[src/rtl/iucrc_pkg.sv]
package iucrc_pkg;
    localparam int WORD_W = 16;
    localparam int CRC_W  = 32;
    localparam logic [CRC_W-1:0] CRC_POLY_REFL = 32'hEDB88320;
    localparam logic [CRC_W-1:0] CRC_PRESET    = '1;

    typedef enum logic [1:0] {
        PH_DATA   = 2'd0,
        PH_CRC_LO = 2'd1,
        PH_CRC_HI = 2'd2
    } phase_t;

    // Folds one bus word into the reflected CRC, bit 0 (earliest) first.
    function automatic logic [CRC_W-1:0] crc_fold(input logic [CRC_W-1:0] c,
                                                   input logic [WORD_W-1:0] w);
        logic [CRC_W-1:0] r;
        r = c;
        for (int i = 0; i < WORD_W; i++) begin
            if (r[0] ^ w[i]) r = (r >> 1) ^ CRC_POLY_REFL;
            else             r = r >> 1;
        end
        return r;
    endfunction
endpackage

[src/rtl/iucrc_engine.sv]
module iucrc_engine
    import iucrc_pkg::*;
(
    input  logic              clk,
    input  logic              rst,
    input  logic              preset,
    input  logic              step,
    input  logic [WORD_W-1:0] word,
    output logic [CRC_W-1:0]  crc_q
);
    logic [CRC_W-1:0] base;

    always_comb base = preset ? CRC_PRESET : crc_q;

    always_ff @(posedge clk) begin
        if (rst)         crc_q <= CRC_PRESET;
        else if (step)   crc_q <= crc_fold(base, word);
        else if (preset) crc_q <= CRC_PRESET;
    end
endmodule

[src/rtl/iucrc_seg_count.sv]
module iucrc_seg_count #(
    parameter int IVL_W = 16
) (
    input  logic             clk,
    input  logic             rst,
    input  logic             clear,
    input  logic             step,
    input  logic [IVL_W-1:0] interval,
    output logic             seg_hit
);
    localparam logic [IVL_W:0] BYTES_PER_WORD = 2;

    logic [IVL_W:0] count_q;
    logic [IVL_W:0] base;

    always_comb begin
        base    = clear ? '0 : count_q;
        seg_hit = (interval != '0) && ((base + BYTES_PER_WORD) >= {1'b0, interval});
    end

    always_ff @(posedge clk) begin
        if (rst)       count_q <= '0;
        else if (step) count_q <= base + BYTES_PER_WORD;
        else if (clear) count_q <= '0;
    end
endmodule

[src/rtl/iucrc_unit.sv]
module iucrc_unit
    import iucrc_pkg::*;
#(
    parameter int IVL_W = 16
) (
    input  logic              clk,
    input  logic              rst,
    input  logic              check_mode,
    input  logic              iu_start,
    input  logic [IVL_W-1:0]  crc_interval,
    input  logic              word_valid,
    input  logic [WORD_W-1:0] word_in,
    input  logic              iu_last,
    output logic              crc_valid,
    output logic [WORD_W-1:0] crc_word,
    output logic              crc_error,
    output logic              crc_ok
);
    localparam int HALF = CRC_W / 2;

    phase_t            phase_q;
    logic              active_q, check_q, final_q, miss_lo_q;
    logic [IVL_W-1:0]  ivl_q, ivl_use;
    logic [CRC_W-1:0]  crc_q, crc_out;
    logic              start_ok, take, seg_hit, seg_end;
    logic              adv, hi_done, preset;

    always_comb begin
        start_ok = iu_start && (phase_q == PH_DATA);
        take     = word_valid && (start_ok || (active_q && phase_q == PH_DATA));
        ivl_use  = start_ok ? crc_interval : ivl_q;
        seg_end  = take && (iu_last || seg_hit);
        adv      = check_q ? word_valid : 1'b1;
        hi_done  = (phase_q == PH_CRC_HI) && adv;
        preset   = start_ok || hi_done;
        crc_out  = ~crc_q;
        crc_valid = !check_q && (phase_q != PH_DATA);
        crc_word  = (phase_q == PH_CRC_HI) ? crc_out[CRC_W-1:HALF] : crc_out[HALF-1:0];
    end

    iucrc_engine u_engine (
        .clk    (clk),
        .rst    (rst),
        .preset (preset),
        .step   (take),
        .word   (word_in),
        .crc_q  (crc_q)
    );

    iucrc_seg_count #(.IVL_W(IVL_W)) u_count (
        .clk      (clk),
        .rst      (rst),
        .clear    (preset),
        .step     (take),
        .interval (ivl_use),
        .seg_hit  (seg_hit)
    );

    always_ff @(posedge clk) begin
        if (rst) begin
            phase_q   <= PH_DATA;
            active_q  <= 1'b0;
            check_q   <= 1'b0;
            final_q   <= 1'b0;
            miss_lo_q <= 1'b0;
            ivl_q     <= '0;
            crc_error <= 1'b0;
            crc_ok    <= 1'b0;
        end else begin
            crc_error <= 1'b0;
            crc_ok    <= 1'b0;
            if (start_ok) begin
                active_q <= 1'b1;
                check_q  <= check_mode;
                ivl_q    <= crc_interval;
            end
            case (phase_q)
                PH_DATA: begin
                    if (seg_end) begin
                        phase_q <= PH_CRC_LO;
                        final_q <= iu_last;
                    end
                end
                PH_CRC_LO: begin
                    if (adv) begin
                        phase_q   <= PH_CRC_HI;
                        miss_lo_q <= (word_in != crc_out[HALF-1:0]);
                    end
                end
                default: begin
                    if (hi_done) begin
                        phase_q <= PH_DATA;
                        if (final_q) active_q <= 1'b0;
                        if (check_q) begin
                            if (miss_lo_q || (word_in != crc_out[CRC_W-1:HALF]))
                                crc_error <= 1'b1;
                            else
                                crc_ok <= 1'b1;
                        end
                    end
                end
            endcase
        end
    end
endmodule

[config.mk]
export PLATFORM = sky130hd
export DESIGN_NAME = iucrc_unit
export DESIGN_NICKNAME = d
export VERILOG_FILES = /design/src/rtl/iucrc_pkg.sv /design/src/rtl/iucrc_engine.sv /design/src/rtl/iucrc_seg_count.sv /design/src/rtl/iucrc_unit.sv
export SDC_FILE = /design/constraint.sdc
export NUM_CORES = 1
export LEC_CHECK = 0
export BUFFER_PORTS_ARGS = -buffer_cell sky130_fd_sc_hd__buf_2
export CAP_MARGIN = 20
export CORE_UTILIZATION = 46
export CTS_CLUSTER_DIAMETER = 80
export DETAILED_ROUTE_END_ITERATION = 7
export PLACE_DENSITY = 0.71
export SYNTH_ARGS = -nofsm -noshare
export SYNTH_HDL_FRONTEND = slang
export SYNTH_HIERARCHICAL = 1
export SYNTH_SLANG_ARGS = --single-unit
[constraint.sdc]
create_clock -name clk -period 5 [get_ports clk]
set_input_delay 0.25 -clock clk [delete_from_list [all_inputs] [get_ports clk]]
set_output_delay 0.25 -clock clk [all_outputs]
set_load 0.05 [all_outputs]
* After elaboration in Yosys (flattened, before gate mapping)
Index checks and enable logic that the tools add are counted.
** Word-level totals
- Word-level logic and storage cells :: 137
- Latch bits :: 0
- Memories :: 0
- Input bits :: 38
- Output and inout port bits :: 19
- Memory bits (read-only) :: 0
- Flip-flop bits (word level) :: 73
- Bits in writable memories :: 0
** Cells by class
- Bitwise logic cells :: 35
- Multiplexer cells :: 63
- Multipliers :: 0
- Add/subtract/negate cells :: 1
- Div/mod/pow operators :: 0
- Order comparisons :: 1
- Equal/unequal tests :: 6
- Reductions and logical operators :: 21
- Shifts and indexed selects :: 0
** Operator list (number)
- 32-bit 2-to-1 mux :: 48
- 13-bit NOT with 14-bit output :: 16
- 17-bit 2-to-1 mux :: 2
- 16-bit 2-to-1 mux :: 2
- 16-bit != test :: 2
- 32-bit NOT :: 1
- 17-bit by 2-bit adder with 17-bit output (second input constant) :: 1
- 17-bit by 16-bit >= comparator with 1-bit output :: 1
- 16-bit nonzero test :: 1
- 1-bit bitwise XOR :: 16
- 1-bit logical AND :: 7
- 1-bit 2-to-1 mux :: 7
- 2-bit 2-to-1 mux :: 3
- 5-bit OR reduction :: 1
- 1-bit logical OR :: 4
- 2-bit != test (second input constant) :: 2
- 2-bit case mux with 2 select lines :: 1
- 2-bit AND reduction :: 2
- 3-bit AND reduction :: 1
- 3-bit nonzero test :: 1
- 2-bit by 1-bit == test with 1-bit output (second input constant) :: 1
- 2-bit == test (second input constant) :: 1
- 2-bit logical NOT :: 1
- 1-bit NOT :: 2
- 3 further kinds :: 3

* Depth between registers and ports, before layout
Gate-level depths: netlist of the first run.
- Depth after elaboration :: 67
- Depth in mapped cells :: 22
- Mapped depth without buffers :: 18

* Cells and area by module
The synthesis of the first run kept the hierarchy.
** Modules (own cells, without submodules)
- iucrc_engine :: sequential area each 640.6 um^2, cells an instance 340, times used 1, area an instance 3384.5 um^2
- iucrc_unit :: sequential area each 480.5 um^2, cells an instance 148, times used 1, area an instance 1493.9 um^2
- iucrc_seg_count :: sequential area each 340.3 um^2, cells an instance 188, times used 1, area an instance 1461.4 um^2

* Worst setup path before layout of the first run
Ideal clock, no wire load.
- Path type :: flip-flop to flip-flop
- Start point :: register phase_q[0]
- End point :: register final_q
- Arrival :: 3.836 ns
- Period minus slack after synthesis :: 3.907 ns
- Required time :: 4.929 ns
- Setup time :: 0.071 ns
- Cell stages (with the launch flop) :: 23
- Slack :: 1.093 ns
- Path buffers :: 4
- Path through :: dfxtp_1 > nor2_1 > and2_1 > buf_6 > buf_6 > a21o_1 > clkbuf_1 > buf_2 > nor2b_1 > ha_1 > nand2_1 > nor4_4 > nand3_1 > xor2_1 > nor2_1 > ha_1 > nand3_1 > nor2_1 > a221oi_1 > o21a_1 > a31oi_1 > a21bo_2 > a21oi_1
** Between the ends
- Cells in the longest elaborated chain, start to end :: 10
- Elaborated cells on any way between the ends :: 17
- Those cells by class :: add/sub (1); order compare (1); eq/ne (1); mux (2); reduce/logical (12)
** RTL lines
- start, declared :: RTL line iucrc_unit.sv:21 : phase_t phase_q;
- start signal, assigned :: RTL line iucrc_unit.sv:61 : phase_q <= PH_DATA;
- start signal, assigned :: RTL line iucrc_unit.sv:80 : phase_q <= PH_CRC_LO;
- start signal, assigned :: RTL line iucrc_unit.sv:86 : phase_q <= PH_CRC_HI;
- 2-bit == test / 2-bit logical NOT (equally long branches) :: RTL line iucrc_unit.sv:34, iucrc_unit.sv:29
- 1-bit logical AND (on tied branches) :: RTL line iucrc_unit.sv:34, iucrc_unit.sv:29
- 1-bit logical OR * :: RTL line iucrc_unit.sv:35 : preset = start_ok || hi_done;
- named net preset :: RTL line iucrc_unit.sv:26 : logic adv, hi_done, preset;
- 17-bit 2-to-1 mux *
- 17-bit by 2-bit adder with 17-bit output * :: RTL line iucrc_seg_count.sv:18 : seg_hit = (interval != '0) && ((base + BYTES_PER_WORD) >= {1'b0, interval});
- 17-bit by 16-bit >= comparator with 1-bit output * :: RTL line iucrc_seg_count.sv:18
- 1-bit logical AND * :: RTL line iucrc_seg_count.sv:18
- named net seg_hit :: RTL line iucrc_unit.sv:25 : logic start_ok, take, seg_hit, seg_end;
- 1-bit logical OR * :: RTL line iucrc_unit.sv:32 : seg_end = take && (iu_last || seg_hit);
- 1-bit logical AND * :: RTL line iucrc_unit.sv:32
- 2-bit AND reduction (no line) *
- end signal, assigned :: RTL line iucrc_unit.sv:81 : final_q <= iu_last;
- end, declared :: RTL line iucrc_unit.sv:22 : logic active_q, check_q, final_q, miss_lo_q;
The timed path passes the listed nets; every way through them passes the cells marked *.
A chain may end at the register's enable or synchronous reset.

* Final worst setup path of the first run
- Start point :: register phase_q[0]
- End point :: register phase_q[0]
** Between the ends
- Cells in the longest elaborated chain, start to end :: 11
- Elaborated cells on any way between the ends :: 22
- Those cells by class :: add/sub (1); order compare (1); eq/ne (4); mux (3); reduce/logical (13)
** RTL lines (RTL line)
- 2-bit == test / 2-bit logical NOT (equally long branches) :: iucrc_unit.sv:34, iucrc_unit.sv:29
- 1-bit logical AND (on tied branches) :: iucrc_unit.sv:34, iucrc_unit.sv:29
- 1-bit logical OR * :: iucrc_unit.sv:35
- named net preset :: iucrc_unit.sv:26
- 17-bit 2-to-1 mux *
- 17-bit by 2-bit adder with 17-bit output * :: iucrc_seg_count.sv:18
- 17-bit by 16-bit >= comparator with 1-bit output * :: iucrc_seg_count.sv:18
- 1-bit logical AND * :: iucrc_seg_count.sv:18
- named net seg_hit :: iucrc_unit.sv:25
- 1-bit logical OR * :: iucrc_unit.sv:32
- 1-bit logical AND * :: iucrc_unit.sv:32
- 2-bit != test (no line) *
- 3-bit AND reduction (no line) *
Marked as above.

==> summary.md, run 1 <==
| Metric | Value |
|---|---|
| Design area | 6980 sq um |
| Drt wl/cell | 17.0 um |
| Total GRT Usage | 0.226 |
| Share of layout cells above drive strength 1 | 0.209 |
| R2R depth | 19 |
| Synth Flop Type | dfxtp_1 |
| EDFF count, synth | 0 |
| Maximum number of pins on one net before global-route repair | 65 |
| WL final | 15200 um |
| Slew Viols, Final | 0 |
| Slew @ Worst Pin | 0.797 ns |
| Number of global-route vias before repair | 4575 |
| TNS Setup | 0 ns |
| DR pass1 iterations | 5 |
| CTS H-tree depth | 3 |
| First-pass GRT wire length | 24700 um |
| Max-cap violation count | 0 |
| Final Hold Fails | 0 |
| Yosys warns | 6 |
| Final Skew | 0.00697 ns |
| Worst R2R Setup Slack | 0.85 ns |
| Crit Path Class | reg2reg |
| Critical Path Sink Type | flip-flop |
| Post-route ant nets | 0 |
| Die width | 119 um |
| Clock sink count | 73 |
| Unrepaired setup endpoints after global routing | false |
| Leakage power | 0.00279 uW |
| Num CTS Buffers | 9 |
| FMAX | 0.241 GHz |
| DRC | 0 |
| # diodes | 0 |
| DPL Wire Length | 11200 um |
| Outcome | completed |
| Setup bufs post-CTS | 0 |
| Worst Hold Depth | 3 |
| WP data arrival | 4.35 ns |
| Pre-CTS setup slack | 0.857 ns |
| IO Count | 57 |
| Clock Pin Slew Worst Setup and Hold Paths | 0.06 ns |
| Async SR Flop Fraction | 0 |
| CTS tree | done |
| DRT iter0 DRCs | 324 |
| # port buffers | 56 |
| Die ar. | 14300 sq um |
| Fill cell count | 1214 |
| Syn Nets | 731 |
| Die Span Y | 119 um |
| Initial antenna violation count | 0 |
| Root buf cell | clkbuf_16 |
| Synthesized flop and latch total | 73 |
| Period minus WS final | 4.15 ns |
| GR Overflow Total | 0 |
| Syn_area_per_cell | 9.38 sq um |
| Post-synthesis sequential area ratio | 0.231 |
| Fin worst setup slack | 0.850 ns |
| Area after DPL | 6670 sq um |
| Core box area | 13300 sq um |
| CTS Hold Buffers Added | 0 |
| Util after Layout | 0.523 |
| PwrDens | 745 nW/um^2 |
| # setup viols final | 0 |
| Longest Clk Path Bufs | 2 |
| Via-to-Cell Ratio | 5.26 |
| HP Class | in2reg |
| FP Rows | 42 |
| Area occupied by multi-input gates | 4580 sq um |
| Synth Cell Area | 6340 sq um |
| Synth-to-Final Area Change | 10.1% |
| Overall power | 5200 uW |
| Rel. slew slack | 0.464 |
| Max FO, Critical Path | 21 |
| Worst setup SP type | flip-flop |
| VDD IR max | 0.461 mV |
| CP Data Required Time | 5.20 ns |
| Final Cycle Share | 0.830 |
| Final net count | 769 |
| Resized Gates After CTS | 0 |
| Seq. cell area | 1460 sq um |
| Final RePlAce weighted congestion | 0.959 |
| Distinct cells, synth | 60 |
| Vias | 4707 |
| Initial Util | 0.475 |
| Clk Latency, worst-skew pair | 0.34 ns |
| Post-synthesis cell count | 676 |
==> metrics by stage <==
stage	hold slack [ns]	instances
global placement	0.433	878
global route	0.170	895
detailed placement	0.456	878
finish	0.158	895
CTS	0.139	894
floorplan	0.322	676
==> path summary, 6_finish.rpt <==
path | start | endpoint
setup reg to reg | phase_q[0] | phase_q[0]
hold / removal | check_mode | check_q
hold reg to reg | final_q | active_q
setup / recovery | phase_q[0] | phase_q[0]
==> report_power, final <==
| group | switching, uW | internal [uW] |
|---|---|---|
| clock | 272 | 391 |
| sequential | 140 | 669 |
| combinational | 1900 | 1820 |
==> metal layers <==
metal  share of wire  global-route usage  up-vias
li1                -                   -     2317
met1            0.48               0.323     2226
met2            0.44               0.333      144
met3           0.076              0.0599       20
met4           0.012              0.0648        0
met5               0                   0        -
==> cell usage after synthesis, drive strengths merged (8+ instances only) <==
library cell    n  share of area
nor3           16          0.013
nor2b          22          0.022
nand2          16         0.0095
xnor2         131           0.21
mux2i          19          0.030
mux2           16          0.033
dfxtp          73           0.23
nand3          12          0.011
xnor3          14          0.051
nor4            8          0.013
nor2           90          0.056
clkbuf         17          0.012
buf            17          0.020
nand2b         11          0.011
a21oi          30          0.024
xor2           68           0.11
nand4          15          0.015
inv            22          0.013
or2            14          0.014
ha             17          0.034
==> cell usage in the layout (no fill, tap or decap), drive strengths merged, types with 2 or more instances in the layout <==
cell type    n
a21oi       30
a22oi        2
xnor2      131
and2         3
clkinv       3
inv         24
o22ai        3
a31oi        4
ha          17
or2         14
xnor3       14
nand4       15
o21ai        5
xor3         5
mux2i       19
dfxtp       73
nand3       12
and4         2
nand2b      11
o21bai       2
nor2b       22
nor4         8
mux2        16
a221oi       2
buf         63
a21o         4
a211o        3
nor2        90
nor3        16
clkbuf       9
nand2       16
xor2        68
==> flip-flops by register name, indices dropped and copies added, names as in the netlist <==
signal,cells
ivl_q,16
active_q,1
u_engine/crc_q,32
miss_lo_q,1
check_q,1
crc_ok,1
phase_q,2
u_count/count_q,17
final_q,1
crc_error,1
==> area by class of cell <==
type,instances,area share
Multi-Input combinational cell,545,0.656
Timing Repair Buffer,63,0.0477
Sequential cell,73,0.209
Clock buffer,9,0.0323
Inverter,22,0.0118
Clock inverter,7,0.0111
Tap cell,176,0.0316
==> kinds of logic after synthesis <==
group,share of synthesized area
AOI/OAI and AO/OA,0.0590
xor gates and xnor gates,0.391
adders and majority gates,0.0335
buffers and inverters,0.0485
DFF,0.231
muxes,0.0626
and+or+nand+nor,0.175
==> critical path: stages (launching register included) <==
cell and delay, ns:
dfxtp_1 0.43, nor2_1 0.08, and2_1 0.16, buf_4 0.21, a21o_2 0.35, nor2b_1 0.27, ha_1 0.31, nand2_1 0.13
nor4_4 0.43, nand3_1 0.15, xor2_1 0.15, nor2_1 0.05, ha_1 0.31, nand3_1 0.11, nor2_1 0.07, a221oi_1 0.26
o21a_1 0.17, a31oi_1 0.09, o21ai_0 0.18, a21oi_1 0.08
No activity file was read; power rests on OpenSTA's default activity.
==> run 2: changes to the inputs <==
==> constraint.sdc (replaced) <==
create_clock -name clk -period 4.1 [get_ports clk]
set_input_delay 0.205 -clock clk [delete_from_list [all_inputs] [get_ports clk]]
set_output_delay 0.205 -clock clk [all_outputs]
set_load 0.05 [all_outputs]
==> run 2 against run 1 <==
Compared with the run above: critical endpoint unchanged; clock-buffer cell count is the same; sequential share of layout area shrank 0.11 points; power grew 21%; final area grew 0.54%.
==> summary.md, run 2 (synthesis results as in run 1) <==
| Metric | Value |
|---|---|
| Outcome | completed (unchanged) |
| WP data arrival | 3.99 ns (was 4.35 ns) |
| Most frequent cells in the layout | 115 x xnor2_1, 84 x nor2_1, 73 x dfxtp_1 (unchanged) |
| Clock Pin Slew Worst Setup and Hold Paths | 0.06 ns (about the same) |
| Area occupied by multi-input gates | 4580 sq um (about the same) |
| Final Hold Fails | 0 (unchanged) |
| Slew @ Worst Pin | 0.703 ns (was 0.797 ns) |
| Rel. slew slack | 0.528 (was 0.464) |
| FP Rows | 42 (unchanged) |
| Core box area | 13300 sq um (unchanged) |
| DR pass1 iterations | 5 (unchanged) |
| Total GRT Usage | 0.219 (was 0.226) |
| HP Class | in2reg (unchanged) |
| Die width | 119 um (unchanged) |
| M3 GR Usage | 0.0345 (was 0.0599) |
| Final net count | 774 (was 769) |
| Util after Layout | 0.526 (was 0.523) |
| Period minus WS final | 3.78 ns (was 4.15 ns) |
| Hold Slack | 0.107 ns (was 0.158 ns) |
| IO Count | 57 (unchanged) |
| First-pass GRT wire length | 23800 um (was 24700 um) |
| Fill cell count | 1217 (was 1214) |
| TNS Setup | 0 ns (unchanged) |
| Biggest regs | u_engine/crc_q (32), u_count/count_q (17), ivl_q (16) (unchanged) |
| Most flops, register | u_engine/crc_q (unchanged) |
| Area after DPL | 6700 sq um (was 6670 sq um) |
| Synth-to-Final Area Change | 10.7% (was 10.1%) |
| GRT busiest layer | met2 (unchanged) |
| Design area | 7020 sq um (was 6980 sq um) |
| Initial antenna violation count | 0 (unchanged) |
| Most common cell after layout, fill and taps aside | xnor2_1 (unchanged) |
| VDD IR max | 0.526 mV (was 0.461 mV) |
| # port buffers | 56 (unchanged) |
| Post-route ant nets | 0 (unchanged) |
| GR Overflow Total | 0 (unchanged) |
| PwrDens | 893 nW/um^2 (was 745 nW/um^2) |
| FMAX | 0.264 GHz (was 0.241 GHz) |
| Initial Util | 0.475 (unchanged) |
| CTS H-tree depth | 3 (unchanged) |
| CTS Hold Buffers Added | 0 (unchanged) |
| Final Skew | 0.0102 ns (was 0.00697 ns) |
| Share of layout cells above drive strength 1 | 0.215 (was 0.209) |
| Seq. cell area | 1460 sq um (unchanged) |
| DPL Wire Length | 11000 um (was 11200 um) |
| Overall power | 6270 uW (was 5200 uW) |
| # diodes | 0 (unchanged) |
| Clk Latency, worst-skew pair | 0.35 ns (was 0.34 ns) |
| CTS tree | done (unchanged) |
| Final RePlAce weighted congestion | 0.916 (was 0.959) |
| Max FFs per register | 32 (unchanged) |
| Num CTS Buffers | 9 (unchanged) |
| CP Data Required Time | 4.31 ns (was 5.20 ns) |
| Met1 Use GR | 0.315 (was 0.323) |
| Worst R2R Setup Slack | 0.32 ns (was 0.85 ns) |
| Critical Path Sink Type | flip-flop (unchanged) |
| Longest Clk Path Bufs | 2 (unchanged) |
| Worst setup SP type | flip-flop (unchanged) |
| Drt wl/cell | 16.5 um (was 17.0 um) |
| DRT iter0 DRCs | 424 (was 324) |
| Final Cycle Share | 0.922 (was 0.830) |
| Die Span Y | 119 um (unchanged) |
| # setup viols final | 0 (unchanged) |
| Max-cap violation count | 0 (unchanged) |
| Unrepaired setup endpoints after global routing | false (unchanged) |
| Met2 GRT Util | 0.327 (was 0.333) |
| Slew Viols, Final | 0 (unchanged) |
| DRC | 0 (unchanged) |
| Clock sink count | 73 (unchanged) |
| Max FO, Critical Path | 68 (was 21) |
| Die ar. | 14300 sq um (unchanged) |
| Vias | 4732 (was 4707) |
| Root buf cell | clkbuf_16 (unchanged) |
| Via-to-Cell Ratio | 5.26 (about the same) |
| Number of global-route vias before repair | 4428 (was 4575) |
| Leakage power | 0.00281 uW (was 0.00279 uW) |
| Crit Path Class | reg2reg (unchanged) |
| Maximum number of pins on one net before global-route repair | 69 (was 65) |
| WL final | 14900 um (was 15200 um) |
[run 2: metal layers]
layer	vias to the layer above	part of all wire
met2	139	0.44
met4	0	0.020
met1	2253	0.48
met3	25	0.057
li1	2315	-
met5	-	0
[run 2: worst paths after layout]
kind / from / cells after the start / endpoint
worst max register to register: phase_q[0] / 17 / phase_q[0]
worst max-delay path: phase_q[0] / 17 / phase_q[0]
worst min register to register: u_count/count_q[0] / 2 / u_count/count_q[0]
worst min-delay path: check_mode / 3 / check_q
[run 2: power by group]
| part | internal, uW | leakage [uW] | switching (uW) |
|---|---|---|---|
| logic | 2250 | 0.00207 | 2270 |
| registers | 816 | 0.000597 | 159 |
| clock network | 422 | 0.000139 | 355 |
[run 2: cell type report]
type                            count  share of cell area
Timing Repair Buffer               68              0.0546
Clock inverter                      7             0.00892
Inverter                           22              0.0118
Sequential cell                    73               0.208
Clock buffer                        9              0.0321
Tap cell                          176              0.0314
Multi-Input combinational cell    545               0.653
[run 2: critical path: stages, from the launching register on]
cell	delay, ns
dfxtp_1	0.44
nor2_1	0.09
and2_1	0.18
a21o_2	0.28
buf_12	0.23
nand2b_1	0.28
nor4_4	0.40
and3_2	0.26
xnor2_1	0.11
nor2_1	0.06
ha_1	0.30
nand4_1	0.09
nor2_1	0.06
a221oi_1	0.32
o21a_1	0.18
a31oi_1	0.09
o21ai_0	0.17
a21oi_1	0.09
[run 2: per-stage QoR]
step / std cells / setup slack, ns
floorplan: 676 / 0.193
global placement: 881 / 0.433
detailed placement: 881 / 0.176
CTS: 897 / 0.142
global route: 900 / 0.0392
finish: 900 / 0.318
[run 2: timing repair]
| action | CTS | global route |
|---|---|---|
| setup endpoints to repair | 0 | 2 |
| resized for setup | 0 | 1 |
| buffers inserted | 0 | 2 |
==> run 3: changes to the inputs <==
--- a/config.mk
+++ b/config.mk
@@ -5,6 +5,7 @@
 export SDC_FILE = /design/constraint.sdc
 export NUM_CORES = 1
 export LEC_CHECK = 0
+export ABC_AREA = 1
 export BUFFER_PORTS_ARGS = -buffer_cell sky130_fd_sc_hd__buf_2
 export CAP_MARGIN = 20
 export CORE_UTILIZATION = 46
==> run 3 against run 2 <==
Compared with the run above: via count rose by 66%; first-iteration DRC count grew 98%; combinational power is 55% lower; critical endpoint is now u_engine/crc_q[30]; die area grew 15%.
==> summary.md, run 3 <==
| Metric | Value |
|---|---|
| Setup bufs post-CTS | 0 (unchanged) |
| Number of global-route vias before repair | 6817 (was 4428) |
| IO Count | 57 (unchanged) |
| Post-synthesis cell count | 1262 (was 676) |
| Dominant cells by area after synthesis | nand2_1 21%, dfxtp_1 20%, inv_1 8.6% (was dfxtp_1 23%, xnor2_1 16%, xor2_1 8.3%) |
| Most numerous cell in the Yosys netlist | nand2_1 (was xnor2_1) |
| WP data arrival | 3.73 ns (was 3.99 ns) |
| Comb power frac | 0.549 (was 0.721) |
| Post-synth top area share | 0.213 (was 0.231) |
| Synth Cell Area | 7320 sq um (was 6340 sq um) |
| Inst Count DP | 1507 (was 881) |
| Root buf cell | clkbuf_16 (unchanged) |
| First-pass GRT wire length | 34900 um (was 23800 um) |
| # setup viols final | 0 (unchanged) |
| Longest Clk Path Bufs | 2 (unchanged) |
| Drt wl/cell | 14.4 um (was 16.5 um) |
| Design area | 8000 sq um (was 7020 sq um) |
| Core box area | 15400 sq um (was 13300 sq um) |
| Yosys warns | 6 (unchanged) |
| Async SR Flop Fraction | 0 (unchanged) |
| Slew Viols, Final | 0 (unchanged) |
| Non-filler cells, final | 1523 (was 900) |
| EDFF count, synth | 0 (unchanged) |
| Internal power | 1830 uW (was 3480 uW) |
| PwrDens | 460 nW/um^2 (was 893 nW/um^2) |
| NetSw | 1850 uW (was 2780 uW) |
| Synthesized flop and latch total | 73 (unchanged) |
| Final RePlAce weighted congestion | 0.978 (was 0.916) |
| Sequential Power Share | 0.244 (was 0.156) |
| CTS H-tree depth | 3 (unchanged) |
| Post-route ant nets | 0 (unchanged) |
| Rel. slew slack | 0.404 (was 0.528) |
| DR pass1 iterations | 6 (was 5) |
| Worst Hold Depth | 3 (unchanged) |
| Commonest cells in the netlist | 415 x nand2_1, 168 x inv_1, 148 x nor2_1, 91 x nand3_1, 73 x dfxtp_1 (was 115 x xnor2_1, 84 x nor2_1, 73 x dfxtp_1, 60 x xor2_1, 30 x a21oi_1) |
| Worst setup SP type | flip-flop (unchanged) |
| Yosys top cell by area | nand2_1 (was dfxtp_1) |
| Biggest regs | u_engine/crc_q (32), u_count/count_q (17), ivl_q (16) (unchanged) |
| Num CTS Buffers | 9 (unchanged) |
| Worst R2R Setup Slack | 0.59 ns (was 0.32 ns) |
| Die ar. | 16400 sq um (was 14300 sq um) |
| Most frequent CP cell | nand2_1 (was nor2_1) |
| R2r endpoint | u_engine/crc_q[30] (was phase_q[0]) |
| Final Skew | 0.0107 ns (was 0.0102 ns) |
| FMAX | 0.285 GHz (was 0.264 GHz) |
| Via-to-Cell Ratio | 5.14 (was 5.26) |
| # diodes | 0 (unchanged) |
| Initial Util | 0.476 (was 0.475) |
| Distinct cells, synth | 47 (was 60) |
| WL final | 21900 um (was 14900 um) |
| Clock Pin Slew Worst Setup and Hold Paths | 0.06 ns (about the same) |
| Max FFs per register | 32 (unchanged) |
| Final Hold Fails | 0 (unchanged) |
| Hold Path Origin | crc_interval[7] (was check_mode) |
| Synth-to-Final Area Change | 9.37% (was 10.7%) |
| CTS Hold Buffers Added | 0 (unchanged) |
| HP Class | in2reg (unchanged) |
| Synth Flop Type | dfxtp_1 (unchanged) |
| Post-synthesis sequential area ratio | 0.200 (was 0.231) |
| Most common cell after layout, fill and taps aside | nand2_1 (was xnor2_1) |
| Syn_area_per_cell | 5.80 sq um (was 9.38 sq um) |
| Resized Gates After CTS | 0 (unchanged) |
| DRC | 0 (unchanged) |
| Critical R2R Launch | phase_q[1] (was phase_q[0]) |
| Cell Chain, Critical Path | inv_1, nand2_2, inv_2, nand2_4, nand2_2, buf_4, inv_4, nand2_1, nand2_1, nand3_1, nand2_1, nand2_1, nand2_4, nand2_1, nand3_1, nand2_2, nor2_1, o21ai_0, nand3_1 (was nor2_1, and2_1, a21o_2, buf_12, nand2b_1, nor4_4, and3_2, xnor2_1, nor2_1, ha_1, nand4_1, nor2_1, a221oi_1, o21a_1, a31oi_1, o21ai_0, a21oi_1) |
| CP max stage delay | 0.43 ns (was 0.44 ns) |
| TNS Setup | 0 ns (unchanged) |
| Most frequent cells in the layout | 414 x nand2_1, 168 x inv_1, 146 x nor2_1 (was 115 x xnor2_1, 84 x nor2_1, 73 x dfxtp_1) |
| Maximum number of pins on one net before global-route repair | 65 (was 69) |
| Max-cap violation count | 0 (unchanged) |
| DPL Wire Length | 17000 um (was 11000 um) |
| Max FO, Critical Path | 25 (was 68) |
| Die width | 128 um (was 119 um) |
| Vias | 7832 (was 4732) |
| VDD IR max | 0.254 mV (was 0.526 mV) |
| # port buffers | 56 (unchanged) |
| Final net count | 1362 (was 774) |
| GR Overflow Total | 0 (unchanged) |
| Initial antenna violation count | 0 (unchanged) |
| Period minus WS final | 3.51 ns (was 3.78 ns) |
| Clk Latency, worst-skew pair | 0.35 ns (about the same) |
| Sw Ratio | 0.503 (was 0.444) |
| Leakage power | 0.00449 uW (was 0.00281 uW) |
| Crit Path Class | reg2reg (unchanged) |
| Total GRT Usage | 0.273 (was 0.219) |
| Most flops, register | u_engine/crc_q (unchanged) |
| Area after DPL | 7720 sq um (was 6700 sq um) |
| R2R depth | 19 (was 17) |
| Clock power share | 0.207 (was 0.124) |
| Unrepaired setup endpoints after global routing | false (unchanged) |
| Outcome | completed (unchanged) |
| Final Cycle Share | 0.856 (was 0.922) |
| Clock sink count | 73 (unchanged) |
| Util after Layout | 0.521 (was 0.526) |
| Share of layout cells above drive strength 1 | 0.149 (was 0.215) |
| Worst Hold End | ivl_q[7] (was check_q) |
| Syn Nets | 1317 (was 731) |
| CP Data Required Time | 4.32 ns (was 4.31 ns) |
| DRT iter0 DRCs | 839 (was 424) |
| FP Rows | 45 (was 42) |
| Slowest CP cell | buf_4 (was dfxtp_1) |
| CTS tree | done (unchanged) |
| Slew @ Worst Pin | 0.892 ns (was 0.703 ns) |
| Die Span Y | 128 um (was 119 um) |
| Critical Path Sink Type | flip-flop (unchanged) |
==> run 3: worst max-delay path by stage <==
stage                          start            endpoint  slack (ns)
final                     phase_q[1]  u_engine/crc_q[30]        0.59
after floorplan           phase_q[0]             final_q        1.09
after CTS                 phase_q[0]             final_q        0.68
after detailed placement  phase_q[0]             final_q        0.69
after global routing      phase_q[0]             final_q        0.28
after global placement    phase_q[0]             final_q        0.73
==> run 3: critical path, delay by kind of cell, from the launching register on <==
kind | cells | cell delay, ns
flops | 1 | 0.31
simple gates | 14 | 2.01
compound gates | 1 | 0.32
buf+inv | 4 | 0.71
==> run 3: stage by stage <==
| stage | hold WS [ns] | worst slack (ns) | total power, uW |
|---|---|---|---|
| 2_1_floorplan | 0.277 | 1.09 | 2430 |
| 3_3_place_gp | 0.438 | 0.732 | 2860 |
| 3_5_place_dp | 0.447 | 0.690 | 2870 |
| 4_1_cts | 0.104 | 0.680 | 3640 |
| 5_1_grt | 0.104 | 0.276 | 3950 |
| 6_report | 0.110 | 0.591 | 3680 |
==> run 3: power groups by stage <==
stage	logic, uW	clock network, uW	registers, uW
3_3_place_gp	1950	0	907
3_5_place_dp	1960	0	907
5_1_grt	2240	804	905
2_1_floorplan	1570	0	865
6_report	2020	762	898
4_1_cts	1970	774	892
==> run 3: routing by layer <==
metal  global-route usage  vias up  part of all wire  routed length (um)
met5                    0        -                 0                   0
met4               0.0893        0             0.020                 437
met3               0.0513       36             0.098                2140
met2                0.404      340              0.41                9040
met1                0.395     3468              0.47               10300
li1                     -     3988                 -                   -
==> run 3: cell type report <==
class	count	area, sq um
well taps	211	264
flip-flops and latches	73	1460
clock inverters	7	55.1
repair buffers	61	318
multi-input cells	976	4970
fillers	1617	7370
clock buffers	9	225
inverters	186	708
==> run 3: cells by family (layout without fill, tap and decap cells) <==
group,after synthesis,after routing,share of synthesized area
AO/OA/AOI/OAI,124,124,0.0946
XOR/XNOR,61,61,0.0751
adder cells (fa/ha/maj),17,17,0.0291
buffers and inverters,213,263,0.123
flip-flops,73,73,0.200
multiplexers,4,4,0.00547
AND/OR/NAND/NOR,770,770,0.473
